$ cat src/rtl/sar_fe_pkg.sv
package sar_fe_pkg;

   typedef enum logic [1:0] {
      FE_IDLE = 2'd0,
      FE_HUNT = 2'd1,
      FE_CFG  = 2'd2,
      FE_XFER = 2'd3
   } fe_state_t;

endpackage

$ cat src/rtl/sar_fe_sync.sv
module sar_fe_sync #(
   parameter int STAGES = 2
) (
   input  logic clk,
   input  logic rst_n,
   input  logic cs_n_i,
   input  logic sclk_i,
   input  logic din_i,
   output logic cs_n_o,
   output logic din_o,
   output logic rise_o,
   output logic fall_o,
   output logic cs_fall_o
);

   logic [2:0] raw;
   logic [2:0] synced;
   logic       sclk_prev;
   logic       cs_prev;

   assign raw = {cs_n_i, sclk_i, din_i};

   generate
      if (STAGES == 0) begin : g_direct
         assign synced = raw;
      end else begin : g_chain
         logic [2:0] stg [STAGES];
         always_ff @(posedge clk or negedge rst_n) begin
            if (!rst_n) begin
               for (int i = 0; i < STAGES; i++) stg[i] <= '0;
            end else begin
               stg[0] <= raw;
               for (int i = 1; i < STAGES; i++) stg[i] <= stg[i-1];
            end
         end
         assign synced = stg[STAGES-1];
      end
   endgenerate

   always_ff @(posedge clk or negedge rst_n) begin
      if (!rst_n) begin
         sclk_prev <= 1'b0;
         cs_prev   <= 1'b0;
      end else begin
         sclk_prev <= synced[1];
         cs_prev   <= synced[2];
      end
   end

   assign cs_n_o    = synced[2];
   assign din_o     = synced[0];
   assign rise_o    = synced[1] & ~sclk_prev;
   assign fall_o    = ~synced[1] & sclk_prev;
   assign cs_fall_o = ~synced[2] & cs_prev;

endmodule

$ cat src/rtl/sar_fe_code.sv
module sar_fe_code #(
   parameter int CODE_W = 10
) (
   input  logic              single_i,
   input  logic              swap_i,
   input  logic [CODE_W-1:0] ch0_i,
   input  logic [CODE_W-1:0] ch1_i,
   output logic [CODE_W-1:0] code_o
);

   logic [CODE_W-1:0] pos;
   logic [CODE_W-1:0] neg;
   logic [CODE_W:0]   diff;

   assign pos  = swap_i ? ch1_i : ch0_i;
   assign neg  = swap_i ? ch0_i : ch1_i;
   assign diff = {1'b0, pos} - {1'b0, neg};

   always_comb begin
      if (single_i)        code_o = pos;
      else if (pos <= neg) code_o = '0;
      else                 code_o = diff[CODE_W-1:0];
   end

   always_comb begin
      if (!single_i) begin
         AST_DIFF_BOUND: assert (code_o <= pos);
      end
   end

endmodule

$ cat src/rtl/sar_fe_shift.sv
module sar_fe_shift #(
   parameter int CODE_W = 10
) (
   input  logic              clk,
   input  logic              rst_n,
   input  logic              abort_i,
   input  logic              arm_i,
   input  logic              msb_only_i,
   input  logic              fall_i,
   input  logic [CODE_W-1:0] code_i,
   output logic              sdo_o,
   output logic              oe_o,
   output logic              convert_o
);

   localparam int CNT_W = $clog2(2 * CODE_W + 1);
   localparam int IDX_W = $clog2(CODE_W);
   localparam logic [CNT_W-1:0] POS_LAST = CNT_W'(2 * CODE_W);
   localparam logic [CNT_W-1:0] POS_B0   = CNT_W'(CODE_W);
   localparam logic [CNT_W-1:0] POS_REND = CNT_W'(2 * CODE_W - 1);

   logic              run;
   logic              msb_only_q;
   logic [CNT_W-1:0]  fcnt;
   logic [CODE_W-1:0] result;
   logic              nxt_bit;
   logic [IDX_W-1:0]  idx;

   always_comb begin
      nxt_bit = 1'b0;
      idx     = '0;
      if (fcnt != '0 && fcnt <= POS_B0) begin
         idx     = IDX_W'(CODE_W - int'(fcnt));
         nxt_bit = result[idx];
      end else if (!msb_only_q && fcnt > POS_B0 && fcnt <= POS_REND) begin
         idx     = IDX_W'(int'(fcnt) - CODE_W);
         nxt_bit = result[idx];
      end
   end

   always_ff @(posedge clk or negedge rst_n) begin
      if (!rst_n) begin
         run        <= 1'b0;
         msb_only_q <= 1'b0;
         fcnt       <= '0;
         result     <= '0;
         sdo_o      <= 1'b0;
         oe_o       <= 1'b0;
         convert_o  <= 1'b0;
      end else if (abort_i) begin
         run       <= 1'b0;
         fcnt      <= '0;
         sdo_o     <= 1'b0;
         oe_o      <= 1'b0;
         convert_o <= 1'b0;
      end else if (arm_i) begin
         run        <= 1'b1;
         fcnt       <= '0;
         msb_only_q <= msb_only_i;
      end else if (run && fall_i) begin
         oe_o <= 1'b1;
         if (fcnt != POS_LAST) fcnt <= fcnt + 1'b1;
         if (fcnt == '0) begin
            result    <= code_i;
            sdo_o     <= 1'b0;
            convert_o <= 1'b1;
         end else begin
            sdo_o <= nxt_bit;
            if (fcnt == POS_B0) convert_o <= 1'b0;
         end
      end
   end

   AST_NULL_LOW: assert property (@(posedge clk) disable iff (!rst_n)
      (run && fall_i && !abort_i && !arm_i && fcnt == '0) |=> (oe_o && !sdo_o));
   AST_SDO_FALL_ONLY: assert property (@(posedge clk) disable iff (!rst_n)
      (!fall_i && !abort_i) |=> $stable(sdo_o));

endmodule

$ cat src/rtl/sar_serial_front.sv
module sar_serial_front #(
   parameter int CODE_W      = 10,
   parameter int SYNC_STAGES = 2
) (
   input  logic              clk,
   input  logic              rst_n,
   input  logic              cs_n,
   input  logic              sclk,
   input  logic              din,
   input  logic [CODE_W-1:0] ch0_level,
   input  logic [CODE_W-1:0] ch1_level,
   output logic              sdo,
   output logic              sdo_oe,
   output logic              sample_o,
   output logic              convert_o
);
   import sar_fe_pkg::*;

   generate
      if (CODE_W < 2 || CODE_W > 16) begin : g_bad_width
         $error("CODE_W must lie between 2 and 16");
      end
      if (SYNC_STAGES < 0 || SYNC_STAGES > 4) begin : g_bad_sync
         $error("SYNC_STAGES must lie between 0 and 4");
      end
   endgenerate

   fe_state_t         state;
   logic [1:0]        rcnt;
   logic              single_q;
   logic              swap_q;
   logic              msb_only_q;
   logic              arm;
   logic              sample_q;
   logic              cs_n_s;
   logic              din_s;
   logic              rise_ev;
   logic              fall_ev;
   logic              cs_fall_ev;
   logic [CODE_W-1:0] code;

   sar_fe_sync #(.STAGES(SYNC_STAGES)) i_sync (
      .clk       (clk),
      .rst_n     (rst_n),
      .cs_n_i    (cs_n),
      .sclk_i    (sclk),
      .din_i     (din),
      .cs_n_o    (cs_n_s),
      .din_o     (din_s),
      .rise_o    (rise_ev),
      .fall_o    (fall_ev),
      .cs_fall_o (cs_fall_ev)
   );

   sar_fe_code #(.CODE_W(CODE_W)) i_code (
      .single_i (single_q),
      .swap_i   (swap_q),
      .ch0_i    (ch0_level),
      .ch1_i    (ch1_level),
      .code_o   (code)
   );

   sar_fe_shift #(.CODE_W(CODE_W)) i_shift (
      .clk        (clk),
      .rst_n      (rst_n),
      .abort_i    (cs_n_s),
      .arm_i      (arm),
      .msb_only_i (msb_only_q),
      .fall_i     (fall_ev),
      .code_i     (code),
      .sdo_o      (sdo),
      .oe_o       (sdo_oe),
      .convert_o  (convert_o)
   );

   always_ff @(posedge clk or negedge rst_n) begin
      if (!rst_n) begin
         state      <= FE_IDLE;
         rcnt       <= '0;
         single_q   <= 1'b0;
         swap_q     <= 1'b0;
         msb_only_q <= 1'b0;
         arm        <= 1'b0;
         sample_q   <= 1'b0;
      end else begin
         arm <= 1'b0;
         if (cs_n_s) begin
            state    <= FE_IDLE;
            rcnt     <= '0;
            sample_q <= 1'b0;
         end else begin
            unique case (state)
               FE_IDLE: if (cs_fall_ev) state <= FE_HUNT;
               FE_HUNT: if (rise_ev && din_s) begin
                  state <= FE_CFG;
                  rcnt  <= '0;
               end
               FE_CFG: if (rise_ev) begin
                  rcnt <= rcnt + 2'd1;
                  case (rcnt)
                     2'd0: single_q <= din_s;
                     2'd1: begin
                        swap_q   <= din_s;
                        sample_q <= 1'b1;
                     end
                     default: begin
                        msb_only_q <= din_s;
                        arm        <= 1'b1;
                        state      <= FE_XFER;
                     end
                  endcase
               end
               FE_XFER: if (fall_ev) sample_q <= 1'b0;
               default: state <= FE_IDLE;
            endcase
         end
      end
   end

   assign sample_o = sample_q;

   AST_QUIET_BEFORE_NULL: assert property (@(posedge clk) disable iff (!rst_n)
      (state != FE_XFER) |-> !sdo_oe);
   AST_DESELECT_HIGHZ: assert property (@(posedge clk) disable iff (!rst_n)
      cs_n_s |=> (!sdo_oe && !sample_o && !convert_o));
   AST_STROBE_EXCL: assert property (@(posedge clk) disable iff (!rst_n)
      !(sample_o && convert_o));

endmodule

$ cat config.mk
export PLATFORM = sky130hd
export DESIGN_NAME = sar_serial_front
export DESIGN_NICKNAME = d
export VERILOG_FILES = /design/src/rtl/sar_fe_pkg.sv /design/src/rtl/sar_fe_sync.sv /design/src/rtl/sar_fe_code.sv /design/src/rtl/sar_fe_shift.sv /design/src/rtl/sar_serial_front.sv
export SDC_FILE = /design/constraint.sdc
export NUM_CORES = 1
export LEC_CHECK = 0
export BUFFER_PORTS_ARGS = -buffer_cell sky130_fd_sc_hd__buf_2
export CAP_MARGIN = 20
export CORE_MARGIN = 2
export CORE_UTILIZATION = 35
export DETAILED_ROUTE_END_ITERATION = 8
export PLACE_DENSITY = 0.54
export SLEW_MARGIN = 10
export SYNTH_ARGS = -nofsm -noshare
export SYNTH_HDL_FRONTEND = slang
export SYNTH_SLANG_ARGS = --single-unit
export TNS_END_PERCENT = 5
$ cat constraint.sdc
create_clock -name clk -period 8.97 [get_ports clk]
set_input_delay 0.897 -clock clk [delete_from_list [all_inputs] [get_ports clk]]
set_output_delay 0.897 -clock clk [all_outputs]
set_load 0.005 [all_outputs]
==> flow_metrics.tcl, run 1 <==
set metrics [dict create \
    run_status "completed" \
    area_growth_pct 12.6 \
    synth_area_mm2 0.00273 \
    synth-xor-area-share 0.0353 \
    cts_buffer_depth 2 \
    arrival_ns 3.79 \
    p_int_w 0.000327 \
    cp-start-kind "register" \
    synth_compound_area_frac 0.172 \
    row_count 32 \
    syn_area_per_cell_um2 9.47 \
    yosys_warnings 0 \
    routed_wl_um 5470 \
    fin_area_mm2 0.00307 \
    die_w_um 92.3 \
    grt_first_pass_wirelength_um 9420 \
    fin_tns_setup_ns 0 \
    dr.pass1.iters 4 \
    setup_violations 0 \
    power_frac_comb 0.292 \
    fin_crit_sh 0.400 \
    synth_edf_count 0 \
    gp_congestion 0.830 \
    synth_seq_cells 37 \
    ys_top_cells_by_area "dfrtp_1 (34%), ha_1 (11%), mux2_2 (6.6%)" \
    first_global_vias 2044 \
    avgRoutedWirePerCell_um 13.1 \
    cts.sinks 37 \
    yosysUniqueCellTypes 52 \
    criticalPathCategory "register to register" \
    synth_area_leader_cell "dfrtp_1" \
    p_sw_frac 0.327 \
    synth_top_cell_area_share 0.339 \
    report.final.slew_viol_count 0 \
    antenna_cells 0 \
    root_buffer "clkbuf_8" \
    ir_drop_uv 62.3 \
    synthMuxAreaShare 0.139 \
    drcViolationCount 0 \
    rsz0062_at_grt "no" \
    antenna_found_initial 0 \
    maxCapViolations 0 \
    die_y_um 92.3 \
    synthAdderAreaFrac 0.113 \
    grt_usage 0.137 \
    dieArea_mm2 0.00852 \
    portBuffers 28 \
    drive_gt1_frac 0.194 \
    synth_simple_gate_area_frac 0.161 \
    viasPerCell 5.12 \
    ys.flop_type "dfrtp_1" \
    synth_seq_area_share 0.339 \
    grt_max_degree 38 \
    p_total_w 0.000486 \
    grt-ovfl-total 0 \
    htreeDepth 2 \
    clk_pin_slew_ns 0.08 \
    switchingPower_w 0.000159 \
    fin_ws_ns 5.38 \
    place_area_mm2 0.00296 \
    cts_tree "yes" \
    place_hpwl_um 4090 \
    finalCriticalPeriod_ns 3.59 \
    synth_nets 337 \
    final_core_util 0.402 \
    hold_viol_final 0 \
    end_kind "register" \
    core_mm2 0.00765 \
    tightest_slew_ns 0.878 \
    hp-class "register to register" \
    power_density_mw_per_mm2 158 \
    nets 363 \
    synthCells 288 \
    start_util 0.357 \
    post-place-ws_ns 5.32 \
    fmax_mhz 278 \
    fill_cells 761 \
    dr_total_vias 2137 \
    max_slew_margin 0.415 \
    p_clk_frac 0.303 \
    cts_made_buffers 5 \
    seq_power_share 0.405 \
    ys_async_sr_fraction 1.00 \
    crit_required_ns 9.17 \
    ant_nets 0 \
    path_max_fanout 22 \
    fin_skew_ns 0.00950 \
    detail_route.iter0.violations 98 \
    clk_latency_ns 0.29 \
    ctsHoldBuffers 0 \
    leakage_nw 1.35 \
    cts_resized 0 \
    post-cts-setup-buffers 0 \
    io-pin-count 29 \
    synth_top_family_by_area "compound AO/OA/AOI/OAI gates" \
]
metal layers:
layer / share of wire / track usage / wire [µm]
met1: 0.51 / 0.187 / 2800
met2: 0.44 / 0.219 / 2410
met3: 0.033 / 0.0247 / 181
met4: 0.013 / 0.0485 / 69
met5: 0 / 0 / 0
state kept, by name (all words and copies together) (netlist names):
signal	flops
i_shift.run	1
sample_o	1
state	2
i_sync.cs_prev	1
msb_only_q	1
rcnt	2
swap_q	1
i_sync.sclk_prev	1
single_q	1
i_sync.synced	3
i_shift.msb_only_q	1
i_shift.fcnt	5
i_sync.g_chain.stg	3
i_shift.result	10
i_shift.sdo_o	1
arm	1
i_shift.oe_o	1
i_shift.convert_o	1
logic make-up after synthesis:
family | after synthesis
AOI/OAI and AO/OA | 72
xor gates and xnor gates | 11
adders and majority gates | 24
buffers and inverters | 28
DFF | 37
muxes | 31
and+or+nand+nor | 85
power groups by stage:
stage | clock, W | combinational [W] | sequential [W]
6_report | 0.000147 | 0.000142 | 0.000197
5_1_grt | 0.000160 | 0.000162 | 0.000200
4_1_cts | 0.000153 | 0.000142 | 0.000197
3_5_place_dp | 0 | 0.000141 | 0.000200
3_3_place_gp | 0 | 0.000141 | 0.000201
2_1_floorplan | 0 | 0.000116 | 0.000188
layout make-up:
type	count	area [µm²]	area share
clock buffer	5	68.8	0.0224
clock inverter	3	43.8	0.0143
inverter	19	71.3	0.0232
multi-input combinational	223	1690	0.552
sequential	37	926	0.301
tap	102	128	0.0415
timing repair buffer	28	140	0.0456
Yosys cell counts, types with 4 or more instances:
library cell / count
nor2_1: 18
nand2_1: 26
ha_1: 23
a21oi_1: 13
dfrtp_1: 37
inv_1: 19
mux2i_1: 11
o21ai_0: 20
nor3b_1: 5
nor2b_1: 4
clkbuf_1: 6
xnor2_1: 9
nand2b_1: 8
nand3_1: 4
a22oi_1: 6
mux2_2: 16
a31oi_1: 5
mux4_2: 4
critical path, stage by stage, from the launching register on:
cell	delay, ns
dfrtp_1	0.92
mux2_2	0.42
ha_1	0.21
fa_1	0.38
nand2b_1	0.19
a21oi_1	0.27
o311ai_1	0.16
a21oi_1	0.55
a32oi_1	0.18
o21ai_0	0.20
worst paths after layout:
kind,start,to,slack (ns),cells after the start
max in group asynchronous,rst_n,i_shift.result[2]$_DFFE_PN0P_,7.77,1
worst max register to register,swap_q$_DFFE_PN0P_,i_shift.result[5]$_DFFE_PN0P_,5.38,9
worst min-delay path,i_sync.g_chain.stg[4]$_DFF_PN0_,i_sync.synced[1]$_DFF_PN0_,0.36,0
worst min register to register,i_sync.g_chain.stg[4]$_DFF_PN0_,i_sync.synced[1]$_DFF_PN0_,0.36,0
worst max-delay path,swap_q$_DFFE_PN0P_,i_shift.result[5]$_DFFE_PN0P_,5.38,9
min in group asynchronous,rst_n,i_shift.fcnt[4]$_DFFE_PN0P_,0.69,1
per-stage QoR:
| stage | hold slack, ns | instances |
|---|---|---|
| detailed placement | 0.338 | 409 |
| finish | 0.355 | 417 |
| floorplan | 0.331 | 288 |
| CTS | 0.358 | 417 |
| global route | 0.376 | 417 |
| global placement | 0.332 | 409 |
cells in the final DEF, fill, tap and decap left out, types with 2 or more instances in the layout:
master     Yosys  routed
a2111oi_0      2       2
a211oi_1       2       2
a21o_1         3       3
a21oi_1       13      13
a22oi_1        6       6
a31oi_1        5       5
a32oi_1        2       2
and4_1         2       2
buf_2          2      28
clkbuf_8       0       5
dfrtp_1       37      37
ha_1          23      23
inv_1         19      19
mux2_2        16      16
mux2i_1       11      11
mux4_2         4       4
nand2_1       26      26
nand2b_1       8       8
nand3_1        4       4
nand3b_1       3       3
nand4_1        3       3
nor2_1        18      18
nor2b_1        4       4
nor3b_1        5       5
o211ai_1       3       3
o21ai_0       20      20
o22ai_1        2       2
o31ai_1        2       2
or2_2          3       3
or3_1          3       3
xnor2_1        9       9
xor2_1         2       2
(Power assumes the default switching activity.)
==> run 2, diff against run 1 <==
--- a/config.mk
+++ b/config.mk
@@ -10,7 +10,7 @@
 export CORE_MARGIN = 2
 export CORE_UTILIZATION = 35
 export DETAILED_ROUTE_END_ITERATION = 8
-export PLACE_DENSITY = 0.54
+export PLACE_DENSITY = 0.56
 export SLEW_MARGIN = 10
 export SYNTH_ARGS = -nofsm -noshare
 export SYNTH_HDL_FRONTEND = slang
==> constraint.sdc (replaced) <==
create_clock -name clk -period 2.99 [get_ports clk]
set_input_delay 0.299 -clock clk [delete_from_list [all_inputs] [get_ports clk]]
set_output_delay 0.299 -clock clk [all_outputs]
set_load 0.005 [all_outputs]
==> run 2 against run 1 <==
Net effect:
- final cell count rose by 1.9%
- sequential power grew to 2.9 times the previous value
- non-clock buffer count up 7
- critical path depth unchanged
- power grew to 3.1 times the previous value
- routed wire length up 8.6%
- combinational power grew to 3.3 times the previous value
- register-to-register slack worse by 5.1 ns
- die area unchanged
==> flow_metrics.tcl, run 2 (synthesis results as in run 1) <==
set metrics [dict create \
    seq_power_share 0.386 \
    dp_cells 415 \
    gp_congestion 0.853 \
    drcViolationCount 0 \
    leakage_nw 1.38 \
    nets 371 \
    final_core_util 0.414 \
    hold_viol_final 0 \
    cts_tree "yes" \
    timing.rr.start "swap_q$_DFFE_PN0P_" \
    clk_pin_slew_ns 0.09 \
    start_util 0.357 \
    power_frac_comb 0.316 \
    ctsHoldBuffers 0 \
    rr_worst_depth 9 \
    rrSetupSlack_ns 0.25 \
    p_sw_frac 0.333 \
    end_kind "register" \
    row_count 32 \
    routed_wl_um 5940 \
    die_w_um 92.3 \
    timing.rr.end "i_shift.result[0]$_DFFE_PN0P_" \
    stdcell_count 425 \
    crit_path_frequent_cell "a21oi_1" \
    p_total_w 0.00150 \
    die_y_um 92.3 \
    holdWs_ns 0.104 \
    rsz0062_at_grt "yes" \
    criticalPathCategory "register to register" \
    crit_slowest_cell "ha_1" \
    root_buffer "clkbuf_8" \
    dr_total_vias 2211 \
    setup_violations 0 \
    tightest_slew_ns 0.846 \
    grt_max_degree 38 \
    avgRoutedWirePerCell_um 14.0 \
    ant_nets 0 \
    layout_commonest_cell "dfrtp_1" \
    cts_buffer_depth 2 \
    dr.pass1.iters 4 \
    switchingPower_w 0.000500 \
    area_growth_pct 16.0 \
    slowest_delay_ns 0.39 \
    p_clk_frac 0.298 \
    dieArea_mm2 0.00852 \
    cp-start-kind "register" \
    htreeDepth 2 \
    top_regs "i_shift.result x10, i_shift.fcnt x5" \
    place_hpwl_um 4470 \
    run_status "completed" \
    worst-path-buf-inv 1 \
    io-pin-count 29 \
    fmax_mhz 365 \
    hp-class "input port to asynchronous set/reset pin" \
    crit_chain "buf_4 -> mux2_2 -> ha_1 -> a21oi_1 -> o211ai_1 -> a31oi_4 -> a21oi_1 -> a211oi_1 -> a21oi_1" \
    p_int_w 0.000999 \
    fin_skew_ns 0.0113 \
    layout_common_cells "dfrtp_1 (37), buf_2 (28), nand2_1 (26), ha_1 (23), o21ai_0 (20)" \
    detail_route.iter0.violations 111 \
    antenna_cells 0 \
    path_delay_family "compound AO/OA/AOI/OAI gates" \
    finalCriticalPeriod_ns 2.74 \
    grt_first_pass_wirelength_um 10300 \
    grt-ovfl-total 0 \
    grt_usage 0.150 \
    largest_register_ffs 10 \
    portBuffers 28 \
    power_density_mw_per_mm2 474 \
    antenna_found_initial 0 \
    viasPerCell 5.20 \
    cts_made_buffers 5 \
    first_global_vias 2126 \
    cts.sinks 37 \
    clk_latency_ns 0.29 \
    arrival_ns 2.93 \
    drive_gt1_frac 0.223 \
    crit_start "swap_q$_DFFE_PN0P_" \
    crit_required_ns 3.17 \
    maxCapViolations 0 \
    fin_crit_sh 0.917 \
    max_slew_margin 0.436 \
    core_mm2 0.00765 \
    ir_drop_uv 214 \
    top_register "i_shift.result" \
    report.final.slew_viol_count 0 \
    path_max_fanout 15 \
]
run 2: changes by cell type in the layout (fill, tap and decap cells not counted), sizes merged:
cell,previous run,this run
a21oi,13,14
buf,28,35
run 2: what timing repair did:
action	CTS	global route
gates resized for setup	0	6
endpoints found under the hold margin	0	0
setup buffers	0	1
endpoints found under the setup margin	0	8
run 2: metrics by stage:
stage	setup TNS [ns]	cell area, µm²	worst slack (ns)
finish	0	3160	0.249
global route	-0.0235	3160	-0.0154
detailed placement	0	3010	0.206
global placement	0	3010	0.285
CTS	0	3120	0.200
floorplan	0	2740	0.0262
run 2: how the worst max path moves through the flow:
stage,to,slack (ns),cells after the start
5_1_grt,i_shift.result[0]$_DFFE_PN0P_,-0.02,10
6_report,i_shift.result[0]$_DFFE_PN0P_,0.25,9
3_3_place_gp,i_shift.result[9]$_DFFE_PN0P_,0.28,10
3_5_place_dp,i_shift.result[0]$_DFFE_PN0P_,0.21,9
2_1_floorplan,i_shift.result[9]$_DFFE_PN0P_,0.03,11
4_1_cts,i_shift.result[0]$_DFFE_PN0P_,0.20,9
run 2: area by class of cell:
type,instances,area [µm²]
Fill cell,750,4480
Tap cell,102,128
Sequential cell,37,926
Clock buffer,5,68.8
Multi-Input combinational cell,224,1730
Clock inverter,3,43.8
Inverter,19,71.3
Timing Repair Buffer,35,193
run 2: metal layers:
layer,GRT usage,up-vias,wire (µm)
met5,0,-,0
met4,0.0373,0,70
met3,0.0247,7,152
met2,0.237,37,2750
met1,0.214,1052,2970
li1,-,1115,-
run 2: power by group through the flow:
stage | logic, W | registers, W | clock network, W
finish | 0.000474 | 0.000579 | 0.000447
global route | 0.000537 | 0.000588 | 0.000479
CTS | 0.000452 | 0.000580 | 0.000455
detailed placement | 0.000451 | 0.000590 | 0
global placement | 0.000449 | 0.000590 | 0
floorplan | 0.000352 | 0.000565 | 0
run 2: worst reg2reg max path: stages, from the launching register on:
cell and delay, ns:
dfrtp_1 0.36, buf_4 0.24, mux2_2 0.39, ha_1 0.39, a21oi_1 0.30, o211ai_1 0.17, a31oi_4 0.27, a21oi_1 0.17
a211oi_1 0.28, a21oi_1 0.06
==> run 3, diff against run 2 <==
--- a/config.mk
+++ b/config.mk
@@ -10,7 +10,8 @@
 export CORE_MARGIN = 2
 export CORE_UTILIZATION = 35
 export DETAILED_ROUTE_END_ITERATION = 8
-export PLACE_DENSITY = 0.56
+export MAX_ROUTING_LAYER = met4
+export PLACE_DENSITY_LB_ADDON = 0.3
 export SLEW_MARGIN = 10
 export SYNTH_ARGS = -nofsm -noshare
 export SYNTH_HDL_FRONTEND = slang
==> run 3 against run 2 <==
Net effect:
- largest cell class unchanged
- final cell count shrank 0.24%
- combinational power shrank 2%
- routed wire length shrank 1.0%
- clock power shrank 12%
- global-route usage shrank 0.35 points
- clock skew shrank 0.0052 ns
- critical path depth is the same
- utilization shrank 0.25 points
- first-iteration DRC count shrank 3.6%
==> flow_metrics.tcl, run 3 (synthesis results as in run 1) <==
set metrics [dict create \
    switchingPower_w 0.000484 \
    power_frac_comb 0.324 \
    viasPerCell 5.28 \
    area_growth_pct 15.3 \
    route.met2.wl_um 2670 \
    wl_met3_um 168 \
    ir_drop_uv 221 \
    clk_latency_ns 0.29 \
    fmax_mhz 356 \
    hold_viol_final 0 \
    drive_gt1_frac 0.217 \
    antenna_cells 0 \
    drcViolationCount 0 \
    seq_power_share 0.403 \
    gp_congestion 0.871 \
    top_register "i_shift.result" \
    criticalPathCategory "register to register" \
    dr.pass1.iters 4 \
    start_util 0.357 \
    wl_met1_um 2970 \
    end_kind "register" \
    hp-class "input port to asynchronous set/reset pin" \
    finalCriticalPeriod_ns 2.81 \
    grt-ovfl-total 0 \
    largest_register_ffs 10 \
    setup_violations 0 \
    crit_required_ns 3.20 \
    nets 370 \
    place_hpwl_um 4400 \
    layout_common_cells "dfrtp_1 (37), buf_2 (28), nand2_1 (26), ha_1 (23), o21ai_0 (20)" \
    die_y_um 92.3 \
    top_regs "i_shift.result x10, i_shift.fcnt x5" \
    cts_buffer_depth 2 \
    fin_skew_ns 0.00610 \
    cts.sinks 37 \
    post-cts-setup-buffers 0 \
    p_clk_frac 0.273 \
    run_status "completed" \
    detail_route.iter0.violations 107 \
    portBuffers 28 \
    die_w_um 92.3 \
    grt_usage 0.146 \
    p_sw_frac 0.336 \
    htreeDepth 2 \
    leakage_nw 1.38 \
    routed_wl_um 5880 \
    slowest_delay_ns 0.50 \
    crit_chain "mux2_2 -> ha_1 -> fa_1 -> nand2b_1 -> a21oi_1 -> o311ai_2 -> a2111oi_0 -> mux2i_1 -> o211ai_2" \
    report.final.slew_viol_count 0 \
    highest_layer "met4" \
    ant_nets 0 \
    path_max_fanout 4 \
    holdWs_ns 0.111 \
    cts_made_buffers 5 \
    dieArea_mm2 0.00852 \
    cts_tree "yes" \
    maxCapViolations 0 \
    grt_first_pass_wirelength_um 9760 \
    p_total_w 0.00144 \
    cp-start-kind "register" \
    grt_max_degree 38 \
    power_density_mw_per_mm2 458 \
    core_mm2 0.00765 \
    io-pin-count 29 \
    fin_tns_setup_ns 0 \
    antenna_found_initial 0 \
    root_buffer "clkbuf_8" \
    clk_pin_slew_ns 0.08 \
    p_int_w 0.000957 \
    crit_slowest_cell "a2111oi_0" \
    arrival_ns 3.02 \
    tightest_slew_ns 0.838 \
    avgRoutedWirePerCell_um 13.9 \
    row_count 32 \
    layout_commonest_cell "dfrtp_1" \
    dr_total_vias 2240 \
    fin_crit_sh 0.939 \
    first_global_vias 2073 \
    max_slew_margin 0.441 \
]
[run 3: cell count changes in the layout (fill, tap and decap cells not counted), sizes merged]
cell	before	now
buf	35	34
bufinv	1	0
clkbuf	5	7
clkinv	1	0
[run 3: final timing paths]
check	start	to	slack (ns)	depth (start not counted)
min	rst_n	i_sync.g_chain.stg[4]$_DFF_PN0_	0.11	1
max reg2reg	swap_q$_DFFE_PN0P_	i_shift.result[9]$_DFFE_PN0P_	0.18	9
max	swap_q$_DFFE_PN0P_	i_shift.result[9]$_DFFE_PN0P_	0.18	9
min reg2reg	i_sync.g_chain.stg[4]$_DFF_PN0_	i_sync.synced[1]$_DFF_PN0_	0.35	0
max in group asynchronous	rst_n	i_shift.result[3]$_DFFE_PN0P_	2.35	1
min in group clk	cs_n	i_sync.g_chain.stg[5]$_DFF_PN0_	0.11	1
[run 3: power groups by stage]
stage	combinational, W	sequential (W)	clock (W)
detailed placement	0.000455	0.000592	0
finish	0.000466	0.000581	0.000394
global placement	0.000448	0.000591	0
global route	0.000525	0.000590	0.000426
CTS	0.000456	0.000581	0.000412
floorplan	0.000352	0.000565	0
[run 3: metrics by stage]
| step | cells | utilization | instance area, µm² | setup WS, ns |
|---|---|---|---|---|
| after floorplan | 288 | - | 2740 | 0.0262 |
| after global placement | 415 | 0.395 | 3020 | 0.281 |
| after detailed placement | 415 | 0.395 | 3020 | 0.238 |
| after CTS | 423 | 0.409 | 3130 | 0.214 |
| after global routing | 424 | 0.411 | 3140 | -0.0198 |
| final | 424 | 0.411 | 3140 | 0.181 |
[run 3: per-layer routing]
metal | global-route usage | up-vias
met2 | 0.225 | 47
met4 | 0.0448 | 0
met3 | 0.0222 | 11
met5 | - | -
met1 | 0.200 | 1065
li1 | - | 1117
[run 3: timing repair]
item | 4_1_cts | 5_1_grt
endpoints found under the setup margin | 0 | 8
gates resized for setup | 0 | 2
hold buffers | 0 | 0
[run 3: layout make-up]
cell class | count | area (µm²)
repair buffers | 34 | 198
clock inverters | 1 | 8.76
inverters | 19 | 71.3
fillers | 766 | 4500
well taps | 102 | 128
multi-input cells | 224 | 1720
clock buffers | 7 | 96.3
flip-flops and latches | 37 | 926
[run 3: critical path: cells and delay by family (launching register included)]
kind	cells	cell delay, ns
and+or+nand+nor	1	0.20
muxes	2	0.51
AOI/OAI and AO/OA	4	0.99
DFF	1	0.44
adders and majority gates	2	0.59
